File: src/rtl/trng_postproc.sv
module trng_postproc #(
  parameter int NSRC     = 8,
  parameter int WIN_LOG2 = 12,
  parameter int TOL      = 71
) (
  input  logic            clk,
  input  logic            rst_n,
  input  logic            sample_en,
  input  logic [NSRC-1:0] src_bits,
  input  logic            alarm_clr,
  output logic            out_valid,
  output logic            out_bit,
  output logic            alarm
);
  localparam int WIN  = 1 << WIN_LOG2;
  localparam int HALF = WIN / 2;
  localparam logic [WIN_LOG2:0] LO = (WIN_LOG2+1)'(HALF - TOL);
  localparam logic [WIN_LOG2:0] HI = (WIN_LOG2+1)'(HALF + TOL);

  logic                raw, emit, win_end, win_bad;
  logic                half_q, first_q, vld_q, bit_q;
  logic [WIN_LOG2-1:0] cnt_q;
  logic [WIN_LOG2:0]   ones_q, ones_tot;

  assign raw      = ^src_bits;
  assign emit     = sample_en & half_q & (first_q ^ raw);
  assign ones_tot = ones_q + {{WIN_LOG2{1'b0}}, raw};
  assign win_end  = emit & (&cnt_q);
  assign win_bad  = win_end & ((ones_tot < LO) | (ones_tot > HI));

  always_ff @(posedge clk) begin
    if (!rst_n) begin
      half_q  <= 1'b0;
      first_q <= 1'b0;
      vld_q   <= 1'b0;
      bit_q   <= 1'b0;
      cnt_q   <= '0;
      ones_q  <= '0;
      alarm   <= 1'b0;
    end else begin
      if (sample_en) begin
        half_q <= ~half_q;
        if (!half_q) first_q <= raw;
      end
      vld_q <= emit;
      if (emit) begin
        bit_q <= raw;
        if (win_end) begin
          cnt_q  <= '0;
          ones_q <= '0;
        end else begin
          cnt_q  <= cnt_q + 1'b1;
          ones_q <= ones_tot;
        end
      end
      if (win_bad)        alarm <= 1'b1;
      else if (alarm_clr) alarm <= 1'b0;
    end
  end

  assign out_valid = vld_q & ~alarm;
  assign out_bit   = bit_q;

  AST_VALID_AFTER_PAIR: assert property (@(posedge clk) disable iff (!rst_n)
    vld_q |-> ($past(sample_en) && $past(half_q)));
  AST_BIT_DIFFERS: assert property (@(posedge clk) disable iff (!rst_n)
    out_valid |-> (out_bit != $past(first_q)));
  AST_EQUAL_PAIR_SILENT: assert property (@(posedge clk) disable iff (!rst_n)
    ($past(sample_en) && $past(half_q) && ($past(first_q) == $past(raw))) |-> !vld_q);
  AST_ALARM_AT_WINDOW: assert property (@(posedge clk) disable iff (!rst_n)
    $rose(alarm) |-> $past(&cnt_q));
  AST_WINDOW_RESTART: assert property (@(posedge clk) disable iff (!rst_n)
    $past(win_end) |-> (cnt_q == '0 && ones_q == '0));
  AST_ALARM_STICKY: assert property (@(posedge clk) disable iff (!rst_n)
    (alarm && !alarm_clr) |=> alarm);
endmodule

File: config.mk
export PLATFORM = sky130hd
export DESIGN_NAME = trng_postproc
export DESIGN_NICKNAME = d
export VERILOG_FILES = /design/src/rtl/trng_postproc.sv
export SDC_FILE = /design/constraint.sdc
export NUM_CORES = 1
export LEC_CHECK = 0
export BUFFER_PORTS_ARGS = -buffer_cell sky130_fd_sc_hd__clkbuf_2
export CAP_MARGIN = 20
export CELL_PAD_IN_SITES_DETAIL_PLACEMENT = 1
export CELL_PAD_IN_SITES_GLOBAL_PLACEMENT = 2
export CORE_ASPECT_RATIO = 1.5
export CORE_UTILIZATION = 32
export DETAILED_ROUTE_END_ITERATION = 8
export PLACE_DENSITY = 0.73
export SYNTH_ARGS = -nofsm -noshare
export SYNTH_HDL_FRONTEND = slang
export SYNTH_SLANG_ARGS = --single-unit
File: constraint.sdc
create_clock -name clk -period 2.4 [get_ports clk]
set_input_delay 0.12 -clock clk [delete_from_list [all_inputs] [get_ports clk]]
set_output_delay 0.12 -clock clk [all_outputs]
set_load 0.1 [all_outputs]
==> impl_metrics.py, run 1 <==
metrics = {
    "status": {
        "status": "finished clean",
    },
    "routing": {
        "via_per_inst": 5.23,
        "route.detailed.drc": 0,
        "wl_um": 4490,
        "dr.pass1.iters": 4,
        "dr_total_vias": 1563,
        "ant_nets": 0,
        "drt_iter0_markers": 47,
        "wl_per_cell_um": 15.0,
    },
    "finish": {
        "syn2layout_area_growth_pct": 21.6,
        "fillerInstances": 661,
        "layout.nets": 245,
        "drive_gt1_share_pct": 21.2,
        "final_cell_area_um2": 2070,
        "antenna_cells": 0,
    },
    "synth": {
        "syn_nets": 220,
        "ys_seq_area_share_pct": 35.3,
        "synthCells": 205,
        "synth_top_area_share_pct": 35.3,
        "async_flop_share_pct": 0,
        "syn_area_um2": 1700,
        "synth_area_leaders": "dfxtp_1 (35%), xnor2_1 (9.3%), nand2_1 (4.6%)",
        "synth_cell_types": 41,
        "ys_ff_latch": 30,
        "yosys_most_used_dff": "dfxtp_1",
        "yosysWarnings": 0,
        "avgSynthCellArea_um2": 8.30,
        "yosysTopAreaCell": "dfxtp_1",
        "synth_edf_count": 0,
    },
    "die": {
        "die_h_um": 91.3,
        "fp.dieW_um": 61.5,
        "ioPinCount": 15,
        "design.core.area_um2": 5120,
        "rows": 32,
        "initial_core_util_pct": 33.2,
        "fp.dieArea_um2": 5620,
    },
    "global_route": {
        "gr-usage-all-layers_pct": 17.6,
        "antenna_found_initial": 0,
        "gr-total-overflow": 0,
        "grt_pass1_vias": 1663,
        "grt_pass1_wl_um": 7440,
        "grt_max_degree": 16,
    },
    "min_path": {
        "hold_class": "in -> reg",
    },
    "worst_setup_path": {
        "startpoint_type": "input pin",
        "crit_path_end_kind": "flip-flop",
        "cpMaxStageDelayCell": "nor4_4",
        "crit_type": "in -> reg",
        "cp_slowest_stage_delay_ns": 0.27,
        "worstPathArrival_ns": 2.35,
        "cp.required_ns": 2.56,
        "worstPathMaxFanout": 4,
        "path_cells": "clkbuf_2 -> xnor2_1 -> xnor2_2 -> xor2_1 -> ha_2 -> ha_1 -> nand3_2 -> nor4_4 -> xnor2_1 -> o2111ai_1 -> o41ai_2 -> a21oi_1",
        "cpMostUsedCell": "xnor2_1",
    },
    "clocking": {
        "cts_made_buffers": 5,
        "clockRootBuffer": "clkbuf_8",
        "tritoncts": "done",
        "cts.htree.levels": 2,
        "insertion_delay_ns": 0.28,
        "clockBufferDepth": 2,
        "clock-sinks": 30,
        "clk_pin_slew_worst_paths_ns": 0.07,
        "ctsHoldBuffers": 0,
    },
    "timing": {
        "tightest_slew_ns": 0.540,
        "rsz0062_at_grt": "false",
        "slew_headroom_pct": 64.2,
        "period_needed_ns": 2.19,
        "worst_slack_ns": 0.211,
        "drv_slew": 0,
        "setup_viol": 0,
        "timing.final.crit_share_pct": 91.2,
        "tns_ns": 0,
        "finalHoldViolations": 0,
        "fin_skew_ns": 0.00769,
        "fmax_ghz": 0.457,
    },
    "placed_design": {
        "gp_congestion": 0.809,
        "dp_hpwl_um": 3490,
        "portBuffers": 14,
        "placed_area_um2": 1930,
        "dp_slack_ns": -0.150,
    },
    "power_and_ir_drop": {
        "ir_worst_vdd_uv": 334,
        "power.leakage_uw": 0.000777,
        "power_density_nw_per_um2": 572,
    },
    "run": {
        "max-cap-violations": 0,
    },
}
## Yosys cell counts, types with 5 or more instances
cell and instances:
xnor2_1 18, nand4_1 7, xor2_1 6, nor3_1 10
clkbuf_1 6, dfxtp_1 30, nand2_1 21, nor4_1 5
nand3_1 14, inv_1 9, and3_1 5, nor2_1 13
a21oi_1 9, o21ai_1 9
## layout make-up
cell class                      instances  area [um2]  share of cell area, %
Multi-Input combinational cell        156        1080                   52.4
Sequential cell                        30         601                   29.0
Timing Repair Buffer                   28         175                   8.46
Clock buffer                            7        86.3                   4.17
Tap cell                               68        85.1                   4.11
Inverter                                9        33.8                   1.63
Clock inverter                          1        5.00                  0.242
## flip-flops by register name, indices dropped and copies added, names as in the netlist
register,count
vld_q,1
ones_q,13
out_bit,1
alarm,1
half_q,1
cnt_q,12
first_q,1
## critical path: cells and delay by family
| family | cells | cell delay, ns |
|---|---|---|
| AOI/OAI and AO/OA | 3 | 0.45 |
| adders and majority gates | 2 | 0.44 |
| and+or+nand+nor | 2 | 0.45 |
| xor gates and xnor gates | 4 | 0.80 |
| buffers and inverters | 1 | 0.09 |
## layout by cell type, fill, tap and decap left out, drive strengths merged, types with 10 or more instances in the layout
| cell | netlist | final |
|---|---|---|
| dfxtp | 30 | 30 |
| nor3 | 11 | 11 |
| nor2 | 13 | 13 |
| a21oi | 10 | 10 |
| buf | 4 | 14 |
| clkbuf | 6 | 21 |
| nand3 | 14 | 14 |
| nand2 | 21 | 21 |
| xnor2 | 19 | 19 |
## through the flow
step,instances,util [%],power (uW),hold WS [ns]
floorplan,205,-,697,0.242
global placement,291,37.7,763,0.408
detailed placement,291,37.7,770,0.417
CTS,299,39.5,1200,0.117
global route,299,40.4,1240,0.141
finish,299,40.4,1180,0.122
## power breakdown
group	internal (uW)	switching (uW)
combinational	98.4	146
sequential	508	7.87
clock	231	192
total	838	345
## per-layer routing
metal | track usage [%] | part of all wire (%)
met1 | 18.5 | 39
met2 | 33.0 | 57
met3 | 3.42 | 2.1
met4 | 5.00 | 1.4
met5 | 0 | 0
## cells by family (layout without fill, tap and decap cells)
family / Yosys count / after routing / synth area share (%)
buf+inv: 19 / 45 / 5.37
fa+ha+maj: 3 / 3 / 2.21
flops: 30 / 30 / 35.3
xor+xnor: 27 / 27 / 16.0
compound gates: 36 / 36 / 13.7
simple gates: 88 / 88 / 26.3
mux: 2 / 2 / 1.18
## worst paths after layout
kind | to | cells past startpoint | slack (ns) | from
worst max-delay path | alarm | 12 | 0.21 | src_bits[1]
worst max register to register | alarm | 6 | 0.25 | ones_q[4]
worst min register to register | ones_q[0] | 1 | 0.49 | ones_q[0]
worst min-delay path | alarm | 3 | 0.12 | rst_n
## repair_timing
item / 4_1_cts / 5_1_grt
setup endpoints to repair: 0 / 1
setup buffers: 0 / 0
gates resized for setup: 0 / 6
No activity file was read; power rests on OpenSTA's default activity.
==> inputs of run 2 (changes only) <==
--- a/config.mk
+++ b/config.mk
@@ -11,6 +11,7 @@
 export CELL_PAD_IN_SITES_GLOBAL_PLACEMENT = 2
 export CORE_ASPECT_RATIO = 1.5
 export CORE_UTILIZATION = 32
+export CTS_BUF_LIST = sky130_fd_sc_hd__clkbuf_16
 export DETAILED_ROUTE_END_ITERATION = 8
 export PLACE_DENSITY = 0.73
 export SYNTH_ARGS = -nofsm -noshare
==> run 2 against run 1 <==
Against the previous run:
- core utilization up 1.0 points
- sequential share of layout area down 0.74 points
- critical endpoint unchanged
- flip-flop and latch count unchanged
- largest cell class unchanged
- worst hold slack better by 0.015 ns
- largest power group is now clock
==> impl_metrics.py, run 2 (synthesis gave the netlist of run 1 again) <==
metrics = {
    "clocking": {
        "tritoncts": "done",
        "cts_resized": 0,
        "ctsHoldBuffers": 0,
        "cts_made_buffers": 5,
        "post_cts_buffers": 0,
        "clock-sinks": 30,
        "cts.htree.levels": 2,
        "clockBufferDepth": 2,
        "clockRootBuffer": "clkbuf_16",
        "insertion_delay_ns": 0.27,
        "clk_pin_slew_worst_paths_ns": 0.05,
    },
    "placed_design": {
        "gp_congestion": 0.809,
        "dp_hpwl_um": 3490,
        "portBuffers": 14,
        "dp_slack_ns": -0.150,
    },
    "finish": {
        "final_cell_mix": "dfxtp_1 (30), nand2_1 (21), xnor2_1 (14), clkbuf_2 (14), buf_4 (14)",
        "utilization_pct": 41.4,
        "final_common_cell": "dfxtp_1",
        "syn2layout_area_growth_pct": 24.8,
        "multi_input_comb_area_um2": 1090,
        "largest_register": "ones_q",
        "layout.nets": 245,
        "largest_reg_flops": 13,
        "largestRegisters": "ones_q: 13 flops, cnt_q: 12 flops",
        "fillerInstances": 653,
        "drive_gt1_share_pct": 21.2,
        "antenna_cells": 0,
        "register_area_um2": 601,
    },
    "routing": {
        "route.detailed.drc": 0,
        "drt_iter0_markers": 41,
        "dr.pass1.iters": 4,
        "dr_total_vias": 1576,
        "wl_per_cell_um": 15.3,
        "via_per_inst": 5.27,
        "ant_nets": 0,
        "wl_um": 4570,
    },
    "timing": {
        "fin_hold_ws_ns": 0.137,
        "worst_slack_ns": 0.207,
        "drv_slew": 0,
        "fmax_ghz": 0.456,
        "setup_viol": 0,
        "tns_ns": 0,
        "finalHoldViolations": 0,
        "tightest_slew_ns": 0.540,
        "slew_headroom_pct": 64.2,
        "fin_skew_ns": 0.00482,
        "period_needed_ns": 2.19,
        "rsz0062_at_grt": "false",
        "timing.final.crit_share_pct": 91.4,
    },
    "global_route": {
        "antenna_found_initial": 0,
        "gr-usage-all-layers_pct": 17.7,
        "grt_pass1_wl_um": 7530,
        "grt_pass1_vias": 1693,
        "gr-total-overflow": 0,
        "grt_max_degree": 16,
    },
    "worst_setup_path": {
        "cpMaxStageDelayCell": "and3_1",
        "crit_path_end_kind": "flip-flop",
        "reg2reg_slack_ns": 0.29,
        "timing.rr.start": "ones_q[4]",
        "path_cells": "clkbuf_2 -> xnor2_2 -> xnor2_2 -> xor2_1 -> ha_2 -> ha_1 -> and3_1 -> buf_4 -> nor4_1 -> nor3_1 -> o31ai_1 -> a21oi_1",
        "cpMostUsedCell": "xnor2_2",
        "crit_start": "src_bits[5]",
        "cp_num_buf_inv": 2,
        "worstPathMaxFanout": 7,
        "worstPathArrival_ns": 2.34,
        "crit_type": "in -> reg",
        "cp_slowest_stage_delay_ns": 0.28,
        "cp_top_family": "simple AND/OR/NAND/NOR gates",
        "cp.required_ns": 2.55,
        "startpoint_type": "input pin",
    },
    "min_path": {
        "worstHoldStart": "rst_n",
        "hold_class": "in -> reg",
    },
    "power_and_ir_drop": {
        "fin_total_pwr_uw": 1350,
        "power.leakage_uw": 0.000807,
        "ir_worst_vdd_uv": 356,
        "power_density_nw_per_um2": 636,
    },
    "die": {
        "rows": 32,
        "die_h_um": 91.3,
        "initial_core_util_pct": 33.2,
        "fp.dieArea_um2": 5620,
        "ioPinCount": 15,
        "fp.dieW_um": 61.5,
        "design.core.area_um2": 5120,
    },
    "run": {
        "max-cap-violations": 0,
    },
    "status": {
        "status": "finished clean",
    },
}
==> run 2: cell types whose count changed in the layout (fill, tap and decap cells not counted) <==
cell / before / now
clkbuf_1: 1 / 0
clkbuf_16: 0 / 5
clkbuf_8: 6 / 0
clkinv_1: 0 / 1
inv_1: 9 / 10
xnor2_1: 15 / 14
xnor2_2: 4 / 5
==> run 2: tightest hold or removal path, cell delays in order <==
cell	delay (ns)
clkbuf_2	0.14
o41ai_2	0.07
a21oi_1	0.04
==> run 2: final cells by class <==
class	count	share of cell area, %
clock inverters	3	0.589
multi-input cells	156	51.4
repair buffers	28	8.25
clock buffers	5	5.89
well taps	68	4.01
flip-flops and latches	30	28.3
inverters	9	1.59
==> run 2: metal layers <==
metal  global-route usage, %  part of all wire, %  vias to the layer above
li1                        -                    -                      773
met2                    33.3                   58                       23
met1                    18.5                   38                      772
met3                    3.85                  2.0                        8
met5                       0                    0                        -
met4                    4.81                  1.6                        0
==> run 2: through the flow <==
stage,instances,instance area (um2)
after floorplan,205,1730
after global placement,291,1930
after detailed placement,291,1930
after CTS,299,2070
after global routing,299,2120
final,299,2120
==> run 2: path summary, 6_finish.rpt <==
kind / end / depth (start not counted)
max: alarm / 12
min: alarm / 3
max reg2reg: alarm / 6
min reg2reg: ones_q[0] / 1
==> run 2: power breakdown <==
group          switching, uW  internal, uW  leakage (uW)  total [uW]
Combinational            148          99.5      0.000492         247
Sequential              7.70           509      0.000242         517
Clock                    212           374     0.0000724         585
==> inputs of run 3 (changes only) <==
--- a/config.mk
+++ b/config.mk
@@ -13,7 +13,7 @@
 export CORE_UTILIZATION = 32
 export CTS_BUF_LIST = sky130_fd_sc_hd__clkbuf_16
 export DETAILED_ROUTE_END_ITERATION = 8
-export PLACE_DENSITY = 0.73
+export PLACE_DENSITY = 0.84
 export SYNTH_ARGS = -nofsm -noshare
 export SYNTH_HDL_FRONTEND = slang
 export SYNTH_SLANG_ARGS = --single-unit
==> run 3 against run 2 <==
Against the previous run:
- register-to-register slack gained 0.09 ns
- via count shrank 2.0%
- final cell count shrank 0.33%
- first-iteration DRC count shrank 63%
- global-route usage grew 0.32 points
- setup slack lost 0.021 ns
- critical path depth grew 1
- clock skew grew 0.0017 ns
- worst hold slack lost 0.0093 ns
==> impl_metrics.py, run 3 (synthesis gave the netlist of run 1 again) <==
metrics = {
    "status": {
        "status": "finished clean",
    },
    "timing": {
        "tns_ns": 0,
        "tightest_slew_ns": 0.541,
        "period_needed_ns": 2.21,
        "fin_skew_ns": 0.00648,
        "fmax_ghz": 0.452,
        "finalHoldViolations": 0,
        "timing.final.crit_share_pct": 92.2,
        "drv_slew": 0,
        "rsz0062_at_grt": "false",
        "slew_headroom_pct": 64.1,
        "setup_viol": 0,
    },
    "min_path": {
        "hold_class": "in -> reg",
    },
    "worst_setup_path": {
        "cp_num_buf_inv": 2,
        "reg2regPathDepth": 6,
        "crit_end": "alarm",
        "crit_start": "src_bits[5]",
        "cp.required_ns": 2.56,
        "cp_slowest_stage_delay_ns": 0.35,
        "timing.rr.start": "ones_q[5]",
        "r2r-end": "alarm",
        "cp.depth": 13,
        "cp_top_family": "simple AND/OR/NAND/NOR gates",
        "crit_type": "in -> reg",
        "path_cells": "clkbuf_2 -> xnor2_1 -> xnor2_1 -> buf_4 -> xor2_2 -> ha_2 -> ha_2 -> and3_1 -> or3_1 -> nand2_1 -> a31oi_1 -> o31ai_1 -> a21oi_1",
        "reg2reg_slack_ns": 0.38,
        "startpoint_type": "input pin",
        "crit_path_end_kind": "flip-flop",
        "cpMaxStageDelayCell": "or3_1",
        "worstPathMaxFanout": 9,
        "worstPathArrival_ns": 2.37,
    },
    "finish": {
        "drive_gt1_share_pct": 21.3,
        "largest_register": "ones_q",
        "final_common_cell": "dfxtp_1",
        "final_cell_mix": "dfxtp_1 (30), nand2_1 (21), xnor2_1 (16)",
        "antenna_cells": 0,
        "largest_reg_flops": 13,
        "syn2layout_area_growth_pct": 23.5,
        "largestRegisters": "ones_q: 13 flops, cnt_q: 12 flops",
        "layout.nets": 245,
        "fillerInstances": 654,
        "final_cell_area_um2": 2100,
    },
    "die": {
        "rows": 32,
        "ioPinCount": 15,
        "fp.dieW_um": 61.5,
        "die_h_um": 91.3,
        "fp.dieArea_um2": 5620,
        "design.core.area_um2": 5120,
        "initial_core_util_pct": 33.2,
    },
    "clocking": {
        "post_cts_buffers": 0,
        "clockBufferDepth": 2,
        "cts_made_buffers": 5,
        "tritoncts": "done",
        "ctsHoldBuffers": 0,
        "cts.htree.levels": 2,
        "clk_pin_slew_worst_paths_ns": 0.05,
        "clockRootBuffer": "clkbuf_16",
        "insertion_delay_ns": 0.28,
        "clock-sinks": 30,
        "cts_resized": 0,
    },
    "routing": {
        "dr.pass1.iters": 4,
        "dr_total_vias": 1544,
        "ant_nets": 0,
        "route.detailed.drc": 0,
        "wl_per_cell_um": 14.6,
        "via_per_inst": 5.18,
        "drt_iter0_markers": 15,
        "wl_um": 4340,
    },
    "placed_design": {
        "dp_hpwl_um": 3270,
        "placed_area_um2": 1930,
        "gp_congestion": 0.792,
        "portBuffers": 14,
    },
    "global_route": {
        "grt_pass1_vias": 1672,
        "antenna_found_initial": 0,
        "grt_max_degree": 16,
        "gr-total-overflow": 0,
        "gr-usage-all-layers_pct": 18.0,
        "grt_pass1_wl_um": 7570,
    },
    "run": {
        "max-cap-violations": 0,
    },
    "power_and_ir_drop": {
        "power_density_nw_per_um2": 643,
        "fin_total_pwr_uw": 1350,
        "ir_worst_vdd_uv": 313,
        "power.leakage_uw": 0.000770,
    },
}
[run 3: final cells by class]
class,count,area [um2],share of cell area (%)
clock inverters,2,10.0,0.476
repair buffers,28,175,8.34
flip-flops and latches,30,601,28.6
multi-input cells,156,1070,51.0
inverters,9,33.8,1.61
clock buffers,5,125,5.96
well taps,68,85.1,4.05
[run 3: power breakdown]
| part | switching, uW | internal [uW] | leakage (uW) |
|---|---|---|---|
| clock network | 218 | 373 | 0.0000694 |
| logic | 145 | 97.5 | 0.000458 |
| registers | 8.58 | 509 | 0.000242 |
[run 3: stage by stage]
step | cells | utilization [%] | worst slack, ns | hold WS (ns)
after floorplan | 205 | - | 0.0108 | 0.242
after global placement | 291 | 37.7 | -0.0894 | 0.411
after detailed placement | 291 | 37.7 | -0.172 | 0.410
after CTS | 298 | 40.3 | 0.0593 | 0.136
after global routing | 298 | 41.0 | 0.0276 | 0.145
final | 298 | 41.0 | 0.187 | 0.128
[run 3: metal layers]
| layer | track usage, % | wire (um) | vias up |
|---|---|---|---|
| met2 | 33.2 | 2450 | 19 |
| met4 | 7.96 | 95 | 0 |
| met5 | 0 | 0 | - |
| met3 | 3.56 | 95 | 9 |
| li1 | - | - | 773 |
| met1 | 18.3 | 1700 | 743 |
[run 3: worst register-to-register path, delay by kind of cell (launching register included)]
kind	cells	cell delay [ns]
compound gates	3	0.54
flops	1	0.49
simple gates	2	0.72
xor+xnor	1	0.16
[run 3: how the worst min path moves through the flow]
stage                     startpoint        end  slack [ns]  cells after the start
after floorplan                rst_n  cnt_q[10]        0.24                      1
after CTS                  alarm_clr      alarm        0.14                      4
after global placement     alarm_clr      alarm        0.41                      4
after detailed placement   alarm_clr      alarm        0.41                      4
after global routing       alarm_clr      alarm        0.14                      4
final                      alarm_clr      alarm        0.13                      4
